--- config.mk ---
export PLATFORM = sky130hd
export DESIGN_NAME = adc_word_fmt
export DESIGN_NICKNAME = d
export VERILOG_FILES = /design/src/rtl/adw_pkg.sv /design/src/rtl/adw_lane.sv /design/src/rtl/adw_hold.sv /design/src/rtl/adc_word_fmt.sv
export SDC_FILE = /design/constraint.sdc
export NUM_CORES = 1
export LEC_CHECK = 0
export CORE_MARGIN = 2
export CORE_UTILIZATION = 39
export DETAILED_ROUTE_END_ITERATION = 8
export GPL_TIMING_DRIVEN = 1
export PLACE_DENSITY = 0.93
export SYNTH_ARGS = -nofsm -noshare
export SYNTH_HDL_FRONTEND = slang
export SYNTH_SLANG_ARGS = --single-unit
--- constraint.sdc ---
create_clock -name clk -period 2.4 [get_ports clk]
set_clock_uncertainty 0.2 [all_clocks]
set_input_delay 0.48 -clock clk [delete_from_list [all_inputs] [get_ports clk]]
set_output_delay 0.48 -clock clk [all_outputs]
set_load 0.03 [all_outputs]
--- src/rtl/adw_pkg.sv ---
package adw_pkg;

  typedef enum logic [1:0] {
    FMT_FULL = 2'b00,
    FMT_MID  = 2'b01,
    FMT_LOW  = 2'b10,
    FMT_ALT  = 2'b11
  } adw_fmt_e;

  localparam int unsigned NUM_LANES = 3;

  // Lane index for a format code; the spare code folds onto the full lane.
  function automatic int unsigned lane_of(input logic [1:0] code);
    case (code)
      FMT_MID: return 1;
      FMT_LOW: return 2;
      default: return 0;
    endcase
  endfunction

endpackage

--- src/rtl/adw_lane.sv ---
module adw_lane #(
  parameter int unsigned MAG_W = 14,
  parameter int unsigned RES   = 14
) (
  input  logic [MAG_W:0] smp_i,
  input  logic           ovl_i,
  output logic [MAG_W+1:0] word_o
);

  localparam int unsigned CUT = MAG_W - RES;

  // Keep the sign and top RES magnitude bits; below them place 1 then 0s.
  function automatic logic [MAG_W:0] shape(input logic [MAG_W:0] s);
    logic [MAG_W:0] r;
    r = s;
    for (int b = 0; b < int'(CUT); b++) begin
      r[b] = (b == int'(CUT) - 1);
    end
    return r;
  endfunction

  assign word_o = {shape(smp_i), ovl_i};

endmodule

--- src/rtl/adw_hold.sv ---
module adw_hold #(
  parameter int unsigned WORD_W = 16
) (
  input  logic              clk,
  input  logic              rst_n,
  input  logic              cap_i,
  input  logic              clr_i,
  input  logic [WORD_W-1:0] word_i,
  output logic [WORD_W-1:0] word_q,
  output logic              valid_q
);

  always_ff @(posedge clk or negedge rst_n) begin
    if (!rst_n) begin
      word_q  <= '0;
      valid_q <= 1'b0;
    end else begin
      if (cap_i) word_q <= word_i;
      if (cap_i)      valid_q <= 1'b1;
      else if (clr_i) valid_q <= 1'b0;
    end
  end

  AST_CAPTURE_SETS_VALID: assert property (@(posedge clk) disable iff (!rst_n)
    cap_i |=> (valid_q && word_q == $past(word_i)));
  AST_READ_DROPS_VALID: assert property (@(posedge clk) disable iff (!rst_n)
    (clr_i && !cap_i) |=> (!valid_q && $stable(word_q)));
  AST_CAPTURE_WINS_READ: assert property (@(posedge clk) disable iff (!rst_n)
    (clr_i && cap_i) |=> valid_q);
  AST_WORD_HELD: assert property (@(posedge clk) disable iff (!rst_n)
    !cap_i |=> $stable(word_q));
  AST_RESET_CLEAR: assert property (@(posedge clk)
    !rst_n |-> (word_q == '0 && !valid_q));

endmodule

--- src/rtl/adc_word_fmt.sv ---
module adc_word_fmt #(
  parameter int unsigned MAG_W   = 14,
  parameter int unsigned MID_RES = 11,
  parameter int unsigned LOW_RES = 8
) (
  input  logic              clk,
  input  logic              rst_n,
  input  logic              done_i,
  input  logic [MAG_W:0]    sample_i,
  input  logic              ovr_i,
  input  logic [1:0]        fmt_i,
  input  logic              rd_i,
  output logic [MAG_W+1:0]  word_o,
  output logic              valid_o
);
  import adw_pkg::*;

  localparam int unsigned SMP_W   = MAG_W + 1;
  localparam int unsigned WORD_W  = MAG_W + 2;
  localparam int unsigned MID_CUT = MAG_W - MID_RES;
  localparam int unsigned LOW_CUT = MAG_W - LOW_RES;
  localparam logic [MID_CUT-1:0] MID_TAIL = 1 << (MID_CUT - 1);
  localparam logic [LOW_CUT-1:0] LOW_TAIL = 1 << (LOW_CUT - 1);

  function automatic int unsigned res_of(input int unsigned lane);
    case (lane)
      1:       return MID_RES;
      2:       return LOW_RES;
      default: return MAG_W;
    endcase
  endfunction

  logic [WORD_W-1:0] lane_word [NUM_LANES];
  logic [WORD_W-1:0] fmt_word;
  logic              cap_evt;
  logic              clr_evt;

  for (genvar g = 0; g < int'(NUM_LANES); g++) begin : g_lane
    adw_lane #(.MAG_W(MAG_W), .RES(res_of(g))) u_lane (
      .smp_i  (sample_i),
      .ovl_i  (ovr_i),
      .word_o (lane_word[g])
    );
  end

  assign fmt_word = lane_word[lane_of(fmt_i)];
  assign cap_evt  = done_i;
  assign clr_evt  = rd_i;

  adw_hold #(.WORD_W(WORD_W)) u_hold (
    .clk     (clk),
    .rst_n   (rst_n),
    .cap_i   (cap_evt),
    .clr_i   (clr_evt),
    .word_i  (fmt_word),
    .word_q  (word_o),
    .valid_q (valid_o)
  );

  AST_SIGN_AT_TOP: assert property (@(posedge clk) disable iff (!rst_n)
    cap_evt |=> word_o[WORD_W-1] == $past(sample_i[SMP_W-1]));
  AST_FULL_PASS: assert property (@(posedge clk) disable iff (!rst_n)
    (cap_evt && fmt_i == FMT_FULL) |=> word_o == {$past(sample_i), $past(ovr_i)});
  AST_MID_TAIL: assert property (@(posedge clk) disable iff (!rst_n)
    (cap_evt && fmt_i == FMT_MID) |=>
      (word_o[MID_CUT:1] == MID_TAIL &&
       word_o[WORD_W-1:MID_CUT+1] == $past(sample_i[SMP_W-1:MID_CUT])));
  AST_LOW_TAIL: assert property (@(posedge clk) disable iff (!rst_n)
    (cap_evt && fmt_i == FMT_LOW) |=>
      (word_o[LOW_CUT:1] == LOW_TAIL &&
       word_o[WORD_W-1:LOW_CUT+1] == $past(sample_i[SMP_W-1:LOW_CUT])));
  AST_SPARE_AS_FULL: assert property (@(posedge clk) disable iff (!rst_n)
    (cap_evt && fmt_i == FMT_ALT) |=> word_o == {$past(sample_i), $past(ovr_i)});
  AST_OVERLOAD_SLOT: assert property (@(posedge clk) disable iff (!rst_n)
    cap_evt |=> word_o[0] == $past(ovr_i));

endmodule

==> metrics <==
vias per inst=between 4 and 5; CTS clk-pin slew, worst paths=0.09 ns; global-route wire length before repair=around 2300 um; Worst path slowest cell=clkdlybuf4s50_1; Nets=115; R2R depth=1; CP Max Fanout=2; Syn Nets=73; Syn Inst Count=51; routed wire length per instance=12.47 um; Die ar.=2081 sq um; latest clock arrival within the worst-skew pair=between 0.2 and 0.3 ns; Power, Total=0.6690 mW; die span in y=45.62 um; Final Wtd Congestion=0.6687; internal power=roughly 0.48 mW; Tmin final=1.999 ns; Synth Warn #=0; Sw Ratio=0.2832; most frequent cells in the layout=clkdlybuf4s50_1 (38), dfrtp_1 (17), mux2_2 (10); share of layout cells above drive strength 1=0.1522; Leak Pwr=0.4652 nW; router iterations before antenna repair=2; port bufs=38; starting density of the core=0.4045; CP arrival=1.32 ns; CP max stage delay=0.68 ns; final WL=1359 um; CTS root buf=clkbuf_4; ant diodes=0; period utilisation layout=0.8330; initial antenna violation count=0; CTS Hold Buffers Added=0; core area=1670 sq um; HPWL Detailed=1078 um; Power Density=roughly 600 nW/um^2; CTS tree=yes; Post-Syn Area per Cell=approximately 13 sq um; CP Data Required Time=between 1.5 and 2 ns; max_cap viols=0; top-area cell type share of the netlist area=0.6296; Final Hold Viols=0; io pins=39; setup repair bufs after CTS=0; Seq/Total Area, Yosys=0.6296; outcome=finished clean; Post-CTS Resized=0; Switch Pwr=0.1894 mW; unrepaired setup endpoints after global routing=false; area of the mapped netlist=675.6 sq um; worst IR drop on VDD=410.4 uV; CP Cell Sequence=clkdlybuf4s50_1; synth top area cells=dfrtp_1 (63%), mux2_2 (17%), o22ai_1 (4.6%); most common cell after layout, fill and taps aside=clkdlybuf4s50_1; leading area contributor after synthesis=dfrtp_1; Stages on worst setup path=1; DIE WIDTH=45.62 um; CTS max path bufs=2; Buf/Inv on CP=1; Max Slew Vio Count=0; fillcell total=around 130; Total Neg Setup Slack=0 ns; Final ANT Viol Nets=0; R2R Setup Slk=1.44 ns; GRT Total Usage=0.1597; Comb power frac=0.296; Slew Limit Headroom=0.5195; Min-Delay Path Class=reg2reg; largest net degree at the start of global routing=18; flops & latches, synth=17; Hold Path Depth=1; row count=15; gr ovfl total=0; Setup violations, final=0; DRC errors left=0; Clk pwr share=0.214; vias in the first global route=521; Top Family by Delay on Critical Path=buffers and inverters; initial drt markers=5; Worst Setup End Kind=output pin; P&R area growth vs syn=61.67%; CTS sink count=17; TritonCTS buffer count=3; H-tree lvl count=1; Crit Path Category=reg2out; Least-Margin Pin Slew=0.7185 ns; Max Clk Rate=500.2 MHz; synth unique cells=14; Startpoint Class=register; sequential power share=0.490; Vias=approximately 500
-- Yosys cell counts --
master,count
a21boi_0,1
o21ai_0,1
inv_1,6
buf_6,1
nand2b_1,1
o22ai_1,5
o22a_1,1
nand2_1,4
a21o_1,1
buf_4,1
mux2_2,10
dfrtp_1,17
xor2_1,1
nor2b_1,1
-- per-layer routing --
layer	track usage	share of wire	vias to the layer above	routed length [um]
met5	0	0	-	0
met3	0.04762	0.065	0	88
met1	0.1923	0.38	241	515
met2	0.2620	0.56	19	755
li1	-	-	253	-
met4	0.07059	0	0	0
-- state kept, by name (all words and copies together) (netlist names) --
register / cells
u_hold.word_q: 16
u_hold.valid_q: 1
-- power by group through the flow --
stage               combinational (mW)  sequential (mW)  clock, mW
floorplan                       0.0395            0.390          0
global placement                 0.196            0.333          0
detailed placement               0.200            0.334          0
CTS                              0.201            0.329      0.150
global route                     0.210            0.332      0.169
finish                           0.198            0.328      0.143
-- cell type report --
type,instances,area [sq um],area share
Inverter,6,22.52,0.02062
Sequential cell,17,425.4,0.3895
Timing Repair Buffer,39,387.9,0.3551
Tap cell,17,21.27,0.01947
Clock buffer,4,26.28,0.02405
Multi-Input combinational cell,26,209.0,0.1913
-- final timing paths --
path,startpoint,endpoint
worst max-delay path,u_hold.word_q[5],word_o[5]
worst min-delay path,u_hold.valid_q,u_hold.valid_q
worst max register to register,u_hold.word_q[14],u_hold.word_q[14]
worst min register to register,u_hold.valid_q,u_hold.valid_q
max in group asynchronous,rst_n,u_hold.word_q[7]
min in group asynchronous,rst_n,u_hold.word_q[1]
-- kinds of logic after synthesis --
logic type / Yosys count / share of synthesized area
and+or+nand+nor: 6 / 0.04075
DFF: 17 / 0.6296
muxes: 10 / 0.1667
xor gates and xnor gates: 1 / 0.01297
buffers and inverters: 8 / 0.06111
AOI/OAI and AO/OA: 9 / 0.08889
-- metrics by stage --
| stage | hold slack, ns | util | cells | worst slack, ns | area [sq um] |
|---|---|---|---|---|---|
| finish | 0.2844 | 0.6539 | 109 | 0.4007 | 1092 |
| global route | 0.3129 | 0.6539 | 109 | 0.3249 | 1092 |
| CTS | 0.2886 | 0.6539 | 109 | 0.3891 | 1092 |
| detailed placement | 0.2679 | 0.6382 | 105 | 0.3323 | 1066 |
| global placement | 0.2653 | 0.6382 | 105 | 0.4070 | 1066 |
| floorplan | -0.01559 | - | 51 | 1.168 | 675.6 |
Note: power is estimated with default switching activity, not from simulation.
